$ cat src/rtl/tbp_pkg.sv
package tbp_pkg;

  typedef enum logic [1:0] {
    ST_OK      = 2'd0,
    ST_FAIL    = 2'd1,
    ST_TIMEOUT = 2'd2,
    ST_BUSERR  = 2'd3
  } tbp_status_e;

  typedef enum logic [2:0] {
    PH_IDLE,
    PH_DISCARD,
    PH_FIRST,
    PH_SECOND,
    PH_CONF_A,
    PH_CONF_B,
    PH_WAIT,
    PH_DONE
  } tbp_phase_e;

endpackage

$ cat src/rtl/tbp_eval.sv
module tbp_eval #(
  parameter int DATA_W     = 16,
  parameter int TOGGLE_BIT = 6,
  parameter int LIMIT_BIT  = 5
) (
  input  logic [DATA_W-1:0] first_word,
  input  logic [DATA_W-1:0] second_word,
  output logic              settled,
  output logic              limit_hit
);
  localparam logic [DATA_W-1:0] TOG_MASK = DATA_W'(1) << TOGGLE_BIT;
  localparam logic [DATA_W-1:0] LIM_MASK = DATA_W'(1) << LIMIT_BIT;

  always_comb begin
    settled   = ((first_word ^ second_word) & TOG_MASK) == '0;
    limit_hit = |(first_word & LIM_MASK);
  end
endmodule

$ cat src/rtl/tbp_ms_count.sv
module tbp_ms_count #(
  parameter int TMO_W = 16
) (
  input  logic           clk,
  input  logic           rst_n,
  input  logic           clr,
  input  logic           inc,
  input  logic [TMO_W-1:0] limit,
  output logic [TMO_W:0] count,
  output logic           exceed_on_inc
);
  localparam int ELW = TMO_W + 1;

  logic [ELW-1:0] cnt_q, cnt_d;
  logic [ELW-1:0] cnt_plus;

  always_comb begin
    cnt_plus      = cnt_q + ELW'(1);
    exceed_on_inc = cnt_plus > {1'b0, limit};
    cnt_d         = cnt_q;
    if (clr)      cnt_d = '0;
    else if (inc) cnt_d = cnt_plus;
  end

  always_ff @(posedge clk or negedge rst_n) begin
    if (!rst_n)          cnt_q <= '0;
    else if (clr || inc) cnt_q <= cnt_d;
  end

  assign count = cnt_q;

  // the count never passes the limit by more than one
  a_r7_count_bound: assert property (@(posedge clk) disable iff (!rst_n)
    cnt_q <= ({1'b0, limit} + ELW'(1)));
endmodule

$ cat src/rtl/tbp_seq.sv
module tbp_seq
  import tbp_pkg::*;
(
  input  logic        clk,
  input  logic        rst_n,
  input  logic        req_valid,
  input  logic        rd_ready,
  input  logic        rd_err,
  input  logic        ms_tick,
  input  logic        settled,
  input  logic        limit_hit,
  input  logic        exceed_on_inc,
  output tbp_phase_e  phase,
  output logic        load_req,
  output logic        cap_first,
  output logic        cnt_clr,
  output logic        cnt_inc,
  output tbp_status_e status
);
  tbp_phase_e  ph_q, ph_d;
  tbp_status_e st_q, st_d;
  logic        st_we;
  logic        in_read;

  always_comb begin
    ph_d      = ph_q;
    st_d      = st_q;
    st_we     = 1'b0;
    load_req  = 1'b0;
    cap_first = 1'b0;
    cnt_clr   = 1'b0;
    cnt_inc   = 1'b0;
    in_read   = (ph_q == PH_DISCARD) || (ph_q == PH_FIRST) || (ph_q == PH_SECOND) ||
                (ph_q == PH_CONF_A)  || (ph_q == PH_CONF_B);
    if (ph_q == PH_IDLE) begin
      if (req_valid) begin
        load_req = 1'b1;
        cnt_clr  = 1'b1;
        ph_d     = PH_DISCARD;
      end
    end else if (in_read) begin
      if (rd_ready) begin
        if (rd_err) begin
          ph_d  = PH_DONE;
          st_d  = ST_BUSERR;
          st_we = 1'b1;
        end else begin
          unique case (ph_q)
            PH_DISCARD: ph_d = PH_FIRST;
            PH_FIRST: begin
              cap_first = 1'b1;
              ph_d      = PH_SECOND;
            end
            PH_SECOND: begin
              if (settled) begin
                ph_d  = PH_DONE;
                st_d  = ST_OK;
                st_we = 1'b1;
              end else if (limit_hit) begin
                ph_d = PH_CONF_A;
              end else begin
                ph_d = PH_WAIT;
              end
            end
            PH_CONF_A: begin
              cap_first = 1'b1;
              ph_d      = PH_CONF_B;
            end
            PH_CONF_B: begin
              ph_d  = PH_DONE;
              st_d  = settled ? ST_OK : ST_FAIL;
              st_we = 1'b1;
            end
            default: ph_d = PH_IDLE;
          endcase
        end
      end
    end else if (ph_q == PH_WAIT) begin
      if (ms_tick) begin
        cnt_inc = 1'b1;
        if (exceed_on_inc) begin
          ph_d  = PH_DONE;
          st_d  = ST_TIMEOUT;
          st_we = 1'b1;
        end else begin
          ph_d = PH_DISCARD;
        end
      end
    end else begin
      ph_d = PH_IDLE;
    end
  end

  always_ff @(posedge clk or negedge rst_n) begin
    if (!rst_n) ph_q <= PH_IDLE;
    else        ph_q <= ph_d;
  end

  always_ff @(posedge clk or negedge rst_n) begin
    if (!rst_n)     st_q <= ST_OK;
    else if (st_we) st_q <= st_d;
  end

  assign phase  = ph_q;
  assign status = st_q;

  // the done phase never lasts two cycles
  a_r9_done_single: assert property (@(posedge clk) disable iff (!rst_n)
    (ph_q == PH_DONE) |=> (ph_q == PH_IDLE));

  // a failed read ends the operation with the bus error code
  a_r8_err_aborts: assert property (@(posedge clk) disable iff (!rst_n)
    (in_read && rd_ready && rd_err) |=> (ph_q == PH_DONE && st_q == ST_BUSERR));

  // a wait round leaves only on a tick
  a_r6_wait_tick: assert property (@(posedge clk) disable iff (!rst_n)
    (ph_q == PH_WAIT && !ms_tick) |=> (ph_q == PH_WAIT));
endmodule

$ cat src/rtl/flash_toggle_poller.sv
module flash_toggle_poller
  import tbp_pkg::*;
#(
  parameter int ADDR_W     = 32,
  parameter int DATA_W     = 16,
  parameter int TMO_W      = 16,
  parameter int TOGGLE_BIT = 6,
  parameter int LIMIT_BIT  = 5
) (
  input  logic              clk,
  input  logic              rst_n,
  input  logic              req_valid,
  input  logic [ADDR_W-1:0] req_addr,
  input  logic [TMO_W-1:0]  req_timeout_ms,
  input  logic              ms_tick,
  output logic              rd_valid,
  output logic [ADDR_W-1:0] rd_addr,
  input  logic              rd_ready,
  input  logic [DATA_W-1:0] rd_data,
  input  logic              rd_err,
  output logic              busy,
  output logic              done,
  output logic [1:0]        status,
  output logic [TMO_W:0]    elapsed_ms
);
  tbp_phase_e        phase;
  tbp_status_e       st;
  logic              load_req, cap_first, cnt_clr, cnt_inc;
  logic              settled, limit_hit, exceed_on_inc;
  logic [ADDR_W-1:0] addr_q;
  logic [TMO_W-1:0]  tmo_q;
  logic [DATA_W-1:0] first_q;

  always_ff @(posedge clk or negedge rst_n) begin
    if (!rst_n) begin
      addr_q <= '0;
      tmo_q  <= '0;
    end else if (load_req) begin
      addr_q <= req_addr;
      tmo_q  <= req_timeout_ms;
    end
  end

  always_ff @(posedge clk or negedge rst_n) begin
    if (!rst_n)         first_q <= '0;
    else if (cap_first) first_q <= rd_data;
  end

  tbp_seq u_seq (
    .clk           (clk),
    .rst_n         (rst_n),
    .req_valid     (req_valid),
    .rd_ready      (rd_ready),
    .rd_err        (rd_err),
    .ms_tick       (ms_tick),
    .settled       (settled),
    .limit_hit     (limit_hit),
    .exceed_on_inc (exceed_on_inc),
    .phase         (phase),
    .load_req      (load_req),
    .cap_first     (cap_first),
    .cnt_clr       (cnt_clr),
    .cnt_inc       (cnt_inc),
    .status        (st)
  );

  tbp_eval #(
    .DATA_W     (DATA_W),
    .TOGGLE_BIT (TOGGLE_BIT),
    .LIMIT_BIT  (LIMIT_BIT)
  ) u_eval (
    .first_word  (first_q),
    .second_word (rd_data),
    .settled     (settled),
    .limit_hit   (limit_hit)
  );

  tbp_ms_count #(.TMO_W(TMO_W)) u_cnt (
    .clk           (clk),
    .rst_n         (rst_n),
    .clr           (cnt_clr),
    .inc           (cnt_inc),
    .limit         (tmo_q),
    .count         (elapsed_ms),
    .exceed_on_inc (exceed_on_inc)
  );

  always_comb begin
    busy     = (phase != PH_IDLE);
    done     = (phase == PH_DONE);
    rd_valid = (phase == PH_DISCARD) || (phase == PH_FIRST) || (phase == PH_SECOND) ||
               (phase == PH_CONF_A)  || (phase == PH_CONF_B);
    rd_addr  = addr_q;
    status   = st;
  end

  // the watched address holds for the whole operation
  a_r2_addr_hold: assert property (@(posedge clk) disable iff (!rst_n)
    (busy && $past(busy)) |-> (rd_addr == $past(rd_addr)));

  // a timeout is reported only once the count is above the limit
  a_r7_timeout_above: assert property (@(posedge clk) disable iff (!rst_n)
    (done && status == 2'd2) |-> (elapsed_ms > {1'b0, tmo_q}));

  // busy drops right after done
  a_r9_idle_after_done: assert property (@(posedge clk) disable iff (!rst_n)
    done |=> !busy);

  // a settled compared pair ends in success
  a_r4_settle_ok: assert property (@(posedge clk) disable iff (!rst_n)
    (phase == PH_SECOND && rd_ready && !rd_err && settled) |=> (done && status == 2'd0));
endmodule

$ cat config.mk
export PLATFORM = sky130hd
export DESIGN_NAME = flash_toggle_poller
export DESIGN_NICKNAME = d
export VERILOG_FILES = /design/src/rtl/tbp_pkg.sv /design/src/rtl/tbp_eval.sv /design/src/rtl/tbp_ms_count.sv /design/src/rtl/tbp_seq.sv /design/src/rtl/flash_toggle_poller.sv
export SDC_FILE = /design/constraint.sdc
export NUM_CORES = 1
export LEC_CHECK = 0
export ABC_AREA = 1
export ABC_CLOCK_PERIOD_IN_PS = 2950
export BUFFER_PORTS_ARGS = -buffer_cell sky130_fd_sc_hd__buf_4
export CAP_MARGIN = 20
export CORE_MARGIN = 5
export CORE_UTILIZATION = 40
export CTS_CLUSTER_DIAMETER = 120
export CTS_CLUSTER_SIZE = 25
export DETAILED_ROUTE_END_ITERATION = 7
export GPL_ROUTABILITY_DRIVEN = 0
export PLACE_DENSITY = 0.77
export SKIP_CTS_REPAIR_TIMING = 1
export SLEW_MARGIN = 40
export SYNTH_ARGS = -nofsm -noshare
export SYNTH_HDL_FRONTEND = slang
export SYNTH_SLANG_ARGS = --single-unit
$ cat constraint.sdc
create_clock -name clk -period 2.95 [get_ports clk]
set_input_delay 0.1475 -clock clk [delete_from_list [all_inputs] [get_ports clk]]
set_output_delay 0.1475 -clock clk [all_outputs]
set_load 0.1 [all_outputs]
Word-level counts from Yosys, hierarchy flattened. Index checks and enable logic that the tools add are counted.

Register bits: 77.

Muxes and demuxes: 42. Reductions and logical operators: 16. $add $sub $neg: 1. Magnitude comparators: 1. Eq/ne operators: 13. Bitwise logic cells: 2.

Operator list (count): $mux W17 (2); $mux W3 (9); $mux W1 (20); $add A17 B1 Y17 const B (1); $gt A17 B16 Y1 (1); $logic_not A16 Y1 (1); $mux W2 (8); $pmux W3 S5 (1); $eq A3 B3 Y1 const B (4); $ne A4 B3 Y1 const B (2); $reduce_and A8 Y1 (1); $reduce_bool A2 Y1 (4); $xor A7 B7 Y7 (1); $eq A3 B2 Y1 const B (2); $logic_or A1 B1 Y1 (5); $ne A4 B1 Y1 const B (1); $pmux W2 S2 (1); $eq A3 B1 Y1 const B (1); $logic_not A3 Y1 (1); $ne A3 B1 Y1 const B (1); $reduce_and A3 Y1 (1); $reduce_bool A3 Y1 (1); $ne A2 B1 Y1 const B (1); $ne A2 B2 Y1 const B (1); 4 further kinds (4).

Logic depth before layout (Yosys ltp). Gate-level depths: netlist (run 1).

Depth in word-level cells: 9. Depth in mapped cells: 25. Depth with buffers taken out: 25.

By module. Synthesis (run 1) repeated with hierarchy kept, for this count alone.

Cells, all modules: 584. Area, all modules: 4531.8 sq um.

By module, submodules not included: flash_toggle_poller (area an instance 2521.2 sq um, cells an instance 277, times used 1); tbp_ms_count (area an instance 1516.5 sq um, cells an instance 224, times used 1); tbp_seq (area an instance 467.9 sq um, cells an instance 77, times used 1); tbp_eval (area an instance 26.3 sq um, cells an instance 6, times used 1).

Worst setup path before layout (run 1). No wires, ideal clock.

Path type: register to register. Start point: register u_cnt.cnt_q[0] (netlist: u_cnt.count[0]). End point: register u_seq.st_q[0] (netlist: u_seq.status[0]). Stages on the path, launching flop included: 22. Data required time: 2.883 ns. Period minus slack after synthesis: 3.654 ns. Setup slack: -0.704 ns. Arrival time: 3.587 ns. Path through: dfrtp_1 > ha_1 > nand2_1 > nor2_2 > nand3_2 > nand3b_4 > nor2_4 > nand3_2 > nor2_2 > xor2_1 > inv_1 > ha_1 > nand2_1 > nor4_1 > nand4_1 > nor2_1 > nand3_1 > nand2_1 > nand2_2 > nand2_2 > nand2_1 > nand2_1.

Word-level cells in the longest chain between the ends: 8.

RTL lines: start: declaration (line tbp_ms_count.sv:14) `logic [ELW-1:0] cnt_q, cnt_d;`; start signal: assignment (line tbp_ms_count.sv:27) `else if (clr || inc) cnt_q <= cnt_d;`; $add A17 B1 Y17 * (line tbp_ms_count.sv:18) `cnt_plus = cnt_q + ELW'(1);`; $gt A17 B16 Y1 * (line tbp_ms_count.sv:19) `exceed_on_inc = cnt_plus > {1'b0, limit};`; $mux W1 (line tbp_seq.sv:81) `if (exceed_on_inc) begin`; $mux W1 (line tbp_seq.sv:79) `if (ms_tick) begin`; $mux W1 (line tbp_seq.sv:78) `end else if (ph_q == PH_WAIT) begin`; $mux W1 (line tbp_seq.sv:41) `end else if (in_read) begin`; $mux W1 (line tbp_seq.sv:35) `if (ph_q == PH_IDLE) begin`; $reduce_and A8 Y1 (no source line) *; end signal: assignment (line tbp_seq.sv:101) `else if (st_we) st_q <= st_d;`; end: declaration (line tbp_seq.sv:21) `tbp_status_e st_q, st_d;`.

Every way passes the cells marked *; elsewhere a longest branch is shown, timed or not. A chain may end at the register's enable or synchronous reset.

Final worst setup path (run 1). Same ends and word-level chain as after synthesis.

==> impl_metrics.toml, run 1 <==
[outcome]
status = "complete, but fails checks"
violations = "negative hold slack"

[sta]
fin_crit_ns = 2.86
fin_crit_sh = 0.971
timing.fmax_mhz = 349
timing.slew.headroom = 0.571
drv_slew = 0
finalHoldViolCount = 1
setup_ws_ns = 0.0859
worst_slew_pin_slew_ns = 0.643
fin_skew_ns = 0.0111
setup_viol = 0
finalSetupTns_ns = 0
rsz0062_at_grt = "yes"
holdWs_ns = -0.00304

[synth]
syn_nets = 544
netlist_instances = 457
syn_avg_cell_area_um2 = 8.18
syn-cell-area_um2 = 3740
synth_cell_type_count = 37
yosysWarnings = 0
ys_ff_latch = 72
ys_seq_area_frac = 0.482

[worst_hold_path]
min_from = "req_addr[0]"
hold_path_class = "primary input to register"

[cts]
clock-sinks = 72
clk_pin_slew_worst_paths_ns = 0.09
insertion_delay_ns = 0.34
tritoncts = "built"
htreeDepth = 3
root_buffer = "clkbuf_8"
cts_buffers = 9
cts_max_path_buffers = 2

[critical_path]
arrival_ns = 3.14
timing.critical_path.mode_cell = "nand2_1"
cp-start-kind = "register"
crit_slowest_cell = "dfrtp_4"
cp.required_ns = 3.22
startpoint = "u_cnt.count[0]$_DFFE_PN0P_"
timing.rr.start = "u_cnt.count[0]$_DFFE_PN0P_"
cp_cell_sequence = "ha_4, nand2_4, nor2_4, nand3_2, nand3b_4, nor2_4, nand3_2, nor2_2, xor2_1, inv_1, ha_4, nand2_4, nor4_4, nand4_1, nor2_1, nand3_1, nand2_1, nand2_2, nand2_2, nand2_1, nand2_1"
slowest_delay_ns = 0.44
cp_top_family = "simple AND/OR/NAND/NOR gates"
crit_path_max_fanout = 3
cp_num_buf_inv = 1
endpoint_kind = "register"
critPathKind = "register to register"

[floorplan]
fp.dieW_um = 107
ios = 124
core_area_um2 = 9200
dieHeight_um = 107
initial_core_util = 0.406
rows = 35
dieArea_um2 = 11400

[cells_and_area]
nNetsFinal = 685
drive_above_1_share = 0.315
mostFrequentLayoutCell = "nand2_1"
layout_common_cells = "nand2_1 (177), buf_4 (118), dfrtp_1 (64)"
syn_to_final_growth_pct = 40.2
antennaDiodeCount = 0

[grt]
busiest_layer = "met2"
grt_max_degree = 73
grt_usage = 0.170
grt_pass1_vias = 3388
globalRouteOverflowTotal = 0
grt_use_met1 = 0.211
met2_usage = 0.278
antenna_found_initial = 0
use_met3 = 0.0458
grt_pass1_wl_mm = 15.5

[routing]
vias = 3411
post_drt_via_cell_ratio = 4.78
ant_nets = 0
drc = 0
drt-total-wl_mm = 9.74
drtIter0Drc = 120
first_pass_iters = 5
routedWlPerCell_um = 13.6

[placement]
io_buffers = 109
hpwl_mm = 7.11
post-place-ws_ns = 0.0147

[flow_run]
drv_cap = 0
==> final timing paths <==
path	slack [ns]	end	cells after the start
worst max register to register	0.09	u_seq.status[0]$_DFFE_PN0P_	21
worst max-delay path	0.09	u_seq.status[0]$_DFFE_PN0P_	21
worst min register to register	0.49	u_seq.status[1]$_DFFE_PN0P_	2
max in group asynchronous	2.07	u_cnt.count[7]$_DFFE_PN0P_	2
worst min-delay path	-0.003	rd_addr[0]$_DFFE_PN0P_	3
min in group asynchronous	0.37	rd_addr[2]$_DFFE_PN0P_	2
==> worst register-to-register path, stage by stage (launching register included) <==
cell and delay (ns):
dfrtp_4 0.44, ha_4 0.15, nand2_4 0.05, nor2_4 0.09, nand3_2 0.07, nand3b_4 0.17
nor2_4 0.12, nand3_2 0.09, nor2_2 0.10, xor2_1 0.19, inv_1 0.10, ha_4 0.29
nand2_4 0.05, nor4_4 0.24, nand4_1 0.11, nor2_1 0.12, nand3_1 0.10, nand2_1 0.09
nand2_2 0.07, nand2_2 0.07, nand2_1 0.05, nand2_1 0.05
==> Yosys cell counts <==
cell / instances / area share
buf_4: 1 / 0.0020
o21ai_1: 4 / 0.0054
nor4_1: 1 / 0.0017
clkbuf_1: 4 / 0.0040
a21oi_1: 8 / 0.011
o21a_1: 1 / 0.0020
nor3_1: 3 / 0.0040
nor2_1: 12 / 0.012
o22ai_1: 9 / 0.015
nor3_2: 1 / 0.0027
o21ai_0: 24 / 0.032
xor2_2: 1 / 0.0044
o2111ai_1: 1 / 0.0023
o22ai_2: 1 / 0.0033
nand3_2: 3 / 0.0080
inv_2: 12 / 0.012
xnor2_1: 1 / 0.0023
mux2_2: 2 / 0.0060
nor2_2: 7 / 0.012
ha_1: 17 / 0.057
dfrtp_1: 72 / 0.48
nand2_2: 4 / 0.0067
nand4_1: 2 / 0.0033
o21ai_2: 1 / 0.0023
nand3b_4: 1 / 0.0054
nor3b_1: 1 / 0.0020
o31ai_1: 1 / 0.0020
nor2_4: 4 / 0.012
nand2_1: 179 / 0.18
buf_2: 6 / 0.0080
nand3_1: 9 / 0.012
nand4_2: 1 / 0.0033
nor2_8: 1 / 0.0054
xor2_1: 9 / 0.021
nand3b_1: 1 / 0.0020
inv_1: 51 / 0.051
a22o_1: 1 / 0.0023
==> sequential cells by signal, summed over array words and instances, names as in the netlist <==
name,count
rd_addr,32
u_seq.status,2
u_seq.phase,3
tmo_q,16
u_cnt.count,17
first_q,2
==> routing by layer <==
metal / wire length (um) / up-vias
met3: 685 / 16
met4: 208 / 0
met1: 4110 / 1564
li1: - / 1706
met2: 4730 / 125
met5: 0 / -
==> final cells by class <==
| cell class | count | area [um^2] |
|---|---|---|
| fillers | 796 | 3960 |
| clock buffers | 10 | 138 |
| multi-input cells | 311 | 1740 |
| flip-flops and latches | 72 | 1820 |
| repair buffers | 141 | 1120 |
| well taps | 111 | 139 |
| inverters | 63 | 236 |
| clock inverters | 6 | 51.3 |
==> stage by stage <==
step / area, um^2 / hold WS [ns] / util / cells
after detailed placement: 4700 / 0.209 / 0.511 / 669
after global placement: 4700 / 0.322 / 0.511 / 669
final: 5240 / -0.00304 / 0.570 / 714
after floorplan: 3770 / -0.148 / - / 457
after CTS: 4890 / -0.176 / 0.532 / 685
after global routing: 5240 / 0.000662 / 0.570 / 714
==> logic make-up after synthesis <==
logic type,Yosys count,synth area share
flops,72,0.482
compound gates,51,0.0777
simple gates,230,0.272
mux,2,0.00603
xor+xnor,11,0.0278
buf+inv,74,0.0773
fa+ha+maj,17,0.0569
Power of run 1 is left out: the tool's default activity adds up to more than one toggle a clock period on the data nets, which glitch-free logic cannot reach.
==> run 2: changes to the inputs <==
Settings changed: CORE_ASPECT_RATIO set to 1.25, SETUP_SLACK_MARGIN set to 0.1.
==> run 2 against run 1 <==
Global-route usage grew 0.38 points. Largest cell class unchanged. Worst setup slack worse by 0.14 ns. Maximum frequency fell by 4.6%. Sequential cell count unchanged. Critical path type unchanged. The flow finishes with violations (negative setup slack). Utilization is 1.5 points lower.
==> impl_metrics.toml, run 2 (same netlist as run 1, synthesis figures left out) <==
[grt]
busiest_layer = "met2"
antenna_found_initial = 0
met2_usage = 0.292
grt_pass1_vias = 3402
use_met3 = 0.0486
grt_usage = 0.174
grt_max_degree = 73
globalRouteOverflowTotal = 0
grt_pass1_wl_mm = 15.5
grt_use_met1 = 0.203

[placement]
io_buffers = 109
hpwl_mm = 6.93

[critical_path]
cp-start-kind = "register"
arrival_ns = 3.23
critPathKind = "register to register"
cp.required_ns = 3.17
endpoint_kind = "register"
crit_path_max_fanout = 6

[floorplan]
rows = 39
initial_core_util = 0.410
core_area_um2 = 9130
dieHeight_um = 118
fp.dieW_um = 96.5
ios = 124
dieArea_um2 = 11400

[cells_and_area]
antennaDiodeCount = 0
layout_common_cells = "nand2_1 (177), buf_4 (113), dfrtp_1 (64)"
largest_register_ffs = 32
syn_to_final_growth_pct = 35.3
drive_above_1_share = 0.310
nNetsFinal = 659
fillerInstances = 853
mostFrequentLayoutCell = "nand2_1"

[sta]
timing.fmax_mhz = 333
timing.slew.headroom = 0.561
finalHoldViolCount = 0
finalSetupTns_ns = -0.178
drv_slew = 0
fin_skew_ns = 0.00416
setup_ws_ns = -0.0527
fin_crit_ns = 3.00
setup_viol = 4
holdWs_ns = 0.00877
fin_crit_sh = 1.02
worst_slew_pin_slew_ns = 0.658
rsz0062_at_grt = "yes"

[outcome]
violations = "negative setup slack"
status = "complete, but fails checks"

[routing]
drc = 0
drtIter0Drc = 141
vias = 3294
routedWlPerCell_um = 13.3
ant_nets = 0
post_drt_via_cell_ratio = 4.72
drt-total-wl_mm = 9.29
first_pass_iters = 4

[cts]
insertion_delay_ns = 0.33
root_buffer = "clkbuf_16"
cts_max_path_buffers = 2
cts_buffers = 9
htreeDepth = 3
clock-sinks = 72
tritoncts = "built"
clk_pin_slew_worst_paths_ns = 0.05

[worst_hold_path]
hold_path_class = "primary input to register"

[flow_run]
drv_cap = 0
==> run 2: worst max-delay path: stages (launching register included) <==
cell and delay, ns:
dfrtp_4 0.46, ha_4 0.16, nand2_4 0.05, nor2_4 0.09
nand3_2 0.08, nand3b_4 0.17, nor2_4 0.11, nand3_2 0.08
nor2_2 0.11, xor2_1 0.23, inv_1 0.11, ha_4 0.29
nand2_4 0.05, nor4_4 0.24, nand4_1 0.14, nor2_1 0.13
nand3_1 0.10, nand2_1 0.09, nand2_2 0.07, nand3_1 0.08
nand2_1 0.05
==> run 2: area by class of cell <==
type	count	area, um^2	area share
sequential	72	1820	0.359
timing repair buffer	115	870	0.172
clock buffer	14	274	0.0542
tap	123	154	0.0304
inverter	63	236	0.0468
multi-input combinational	311	1710	0.337
==> run 2: through the flow <==
step	util	setup slack, ns	instances	area, um^2
6_report	0.554	-0.0527	698	5060
5_1_grt	0.554	-0.318	698	5060
3_3_place_gp	0.517	0.105	682	4720
4_1_cts	0.548	-0.0248	696	5000
3_5_place_dp	0.518	0.00129	682	4730
2_1_floorplan	-	-0.142	457	3770
==> run 2: path summary, 6_finish.rpt <==
check,cells after the start,endpoint,slack (ns),from
max,20,u_seq.status[0]$_DFFE_PN0P_,-0.05,u_cnt.count[0]$_DFFE_PN0P_
min,3,rd_addr[14]$_DFFE_PN0P_,0.009,req_addr[14]
max reg2reg,20,u_seq.status[0]$_DFFE_PN0P_,-0.05,u_cnt.count[0]$_DFFE_PN0P_
min reg2reg,2,u_seq.status[1]$_DFFE_PN0P_,0.48,u_seq.status[1]$_DFFE_PN0P_
max in group asynchronous,2,u_cnt.count[1]$_DFFE_PN0P_,2.05,rst_n
min in group asynchronous,2,first_q[5]$_DFFE_PN0P_,0.38,rst_n
==> run 2: metal layers <==
metal | vias up | wire (um)
met1 | 1538 | 3770
met4 | 0 | 188
met5 | - | 0
li1 | 1649 | -
met2 | 93 | 4730
met3 | 14 | 601
Power of run 2 is left out for the same reason.
==> run 3: changes to the inputs <==
Settings changed: CORE_UTILIZATION 40 to 30, HOLD_SLACK_MARGIN set to 0.06, PLACE_DENSITY 0.77 to 0.63, RECOVER_POWER set to 100.
==> run 3 against run 2 <==
The flow finishes with violations (max-capacitance violations, max-slew violations). First-iteration DRC count fell by 17%. Critical path depth shrank 1. Via count grew 5.0%. Clock skew increased by 0.0016 ns. Worst setup slack improved by 0.053 ns. Sequential cell count unchanged. Critical path type unchanged. Highest routed layer unchanged.
==> impl_metrics.toml, run 3 (same netlist as run 1, synthesis figures left out) <==
[outcome]
status = "complete, but fails checks"
violations = "max-capacitance violations, max-slew violations"

[sta]
finalHoldViolCount = 0
finalSetupTns_ns = 0
setup_viol = 0
fin_skew_ns = 0.00579
worst_slew_pin_slew_ns = 1.79
timing.fmax_mhz = 339
setup_ws_ns = 0.000136
rsz0062_at_grt = "yes"
fin_crit_ns = 2.95
timing.slew.headroom = -0.191
drv_slew = 73
fin_crit_sh = 1.00

[floorplan]
dieArea_um2 = 14800
rows = 45
ios = 124
dieHeight_um = 135
fp.dieW_um = 110
initial_core_util = 0.307
core_area_um2 = 12200

[routing]
drc = 0
ant_nets = 0
vias = 3460
drt-total-wl_mm = 10.3
first_pass_iters = 4
routedWlPerCell_um = 13.1
drtIter0Drc = 117
post_drt_via_cell_ratio = 4.40

[worst_hold_path]
worstHoldPathCells = 3
hold_path_class = "primary input to register"
min_to = "tmo_q[2]$_DFFE_PN0P_"
min_from = "req_timeout_ms[2]"

[cts]
clock-sinks = 72
root_buffer = "clkbuf_16"
cts_buffers = 9
tritoncts = "built"
htreeDepth = 3
clk_pin_slew_worst_paths_ns = 0.06
insertion_delay_ns = 0.33
cts_max_path_buffers = 2

[grt]
grt_pass1_vias = 3397
grt_usage = 0.137
globalRouteOverflowTotal = 0
antenna_found_initial = 0
grt_max_degree = 73
grt_pass1_wl_mm = 16.0

[critical_path]
crit_path_max_fanout = 5
cp-start-kind = "register"
timing.rr.start = "u_cnt.count[0]$_DFFE_PN0P_"
reg2reg_to = "u_seq.status[0]$_DFFE_PN0P_"
r2r_cells = 19
cp.required_ns = 3.17
critPathKind = "register to register"
endpoint_kind = "register"
cp_num_buf_inv = 1
cp.depth = 19
slowest_delay_ns = 0.43
arrival_ns = 3.17
rrSetupSlack_ns = 0.0001
cp_top_family = "simple AND/OR/NAND/NOR gates"
cp_cell_sequence = "buf_6, nand2_1, nor2_4, nand3_2, nor2_4, nand4_4, nor2_4, nand2_2, xor2_2, ha_1, nand2_4, nor4_4, nand4_1, nor2_1, nand3_1, nand2_1, nand2_2, nand3_1, nand2_1"
crit_slowest_cell = "dfrtp_4"

[cells_and_area]
drive_above_1_share = 0.239
nNetsFinal = 705
layout_common_cells = "nand2_1 (175), buf_4 (74), dfrtp_1 (64)"
mostFrequentLayoutCell = "nand2_1"
antennaDiodeCount = 0
fin_cells = 787
syn_to_final_growth_pct = 45.6
largest_register_ffs = 32

[placement]
placedCellCount = 723
post-place-ws_ns = -0.0129
io_buffers = 109
hpwl_mm = 7.23

[flow_run]
drv_cap = 1
[run 3: worst max path at each step]
stage | startpoint | to | slack, ns
3_3_place_gp | u_cnt.count[1]$_DFFE_PN0P_ | u_seq.status[0]$_DFFE_PN0P_ | 0.1
6_report | u_cnt.count[0]$_DFFE_PN0P_ | u_seq.status[0]$_DFFE_PN0P_ | 0.0001
5_1_grt | u_cnt.count[0]$_DFFE_PN0P_ | u_seq.status[1]$_DFFE_PN0P_ | -0.15
4_1_cts | u_cnt.count[1]$_DFFE_PN0P_ | u_seq.phase[2]$_DFFE_PN0P_ | -0.03
3_5_place_dp | u_cnt.count[1]$_DFFE_PN0P_ | u_seq.phase[2]$_DFFE_PN0P_ | -0.01
2_1_floorplan | u_cnt.count[0]$_DFFE_PN0P_ | u_seq.status[1]$_DFFE_PN0P_ | -0.14
[run 3: area by class of cell]
class                      instances  area [um^2]
timing repair buffer             161         1150
multi-input combinational        311         1760
inverter                          63          236
clock buffer                      12          246
fill                            1221         6720
tap                              164          205
sequential                        72         1820
clock inverter                     4         20.0
[run 3: metal layers]
layer / routed length (um) / global-route usage / vias to the layer above
met1: 4250 / 0.161 / 1607
met4: 267 / 0.0624 / 0
li1: - / - / 1745
met5: 0 / 0 / -
met2: 5200 / 0.227 / 91
met3: 606 / 0.0430 / 17
[run 3: worst register-to-register path: cells and delay by family (launching register included)]
family | cells | cell delay, ns
xor+xnor | 1 | 0.17
fa+ha+maj | 1 | 0.34
buf+inv | 1 | 0.12
flops | 1 | 0.43
simple gates | 16 | 1.78
[run 3: through the flow]
| step | hold slack (ns) | utilization | cell area [um^2] |
|---|---|---|---|
| final | 0.0318 | 0.447 | 5440 |
| after global routing | 0.0607 | 0.447 | 5440 |
| after CTS | -0.152 | 0.415 | 5040 |
| after detailed placement | 0.211 | 0.393 | 4780 |
| after global placement | 0.337 | 0.392 | 4770 |
| after floorplan | -0.148 | - | 3770 |
Power of run 3 is left out for the same reason.
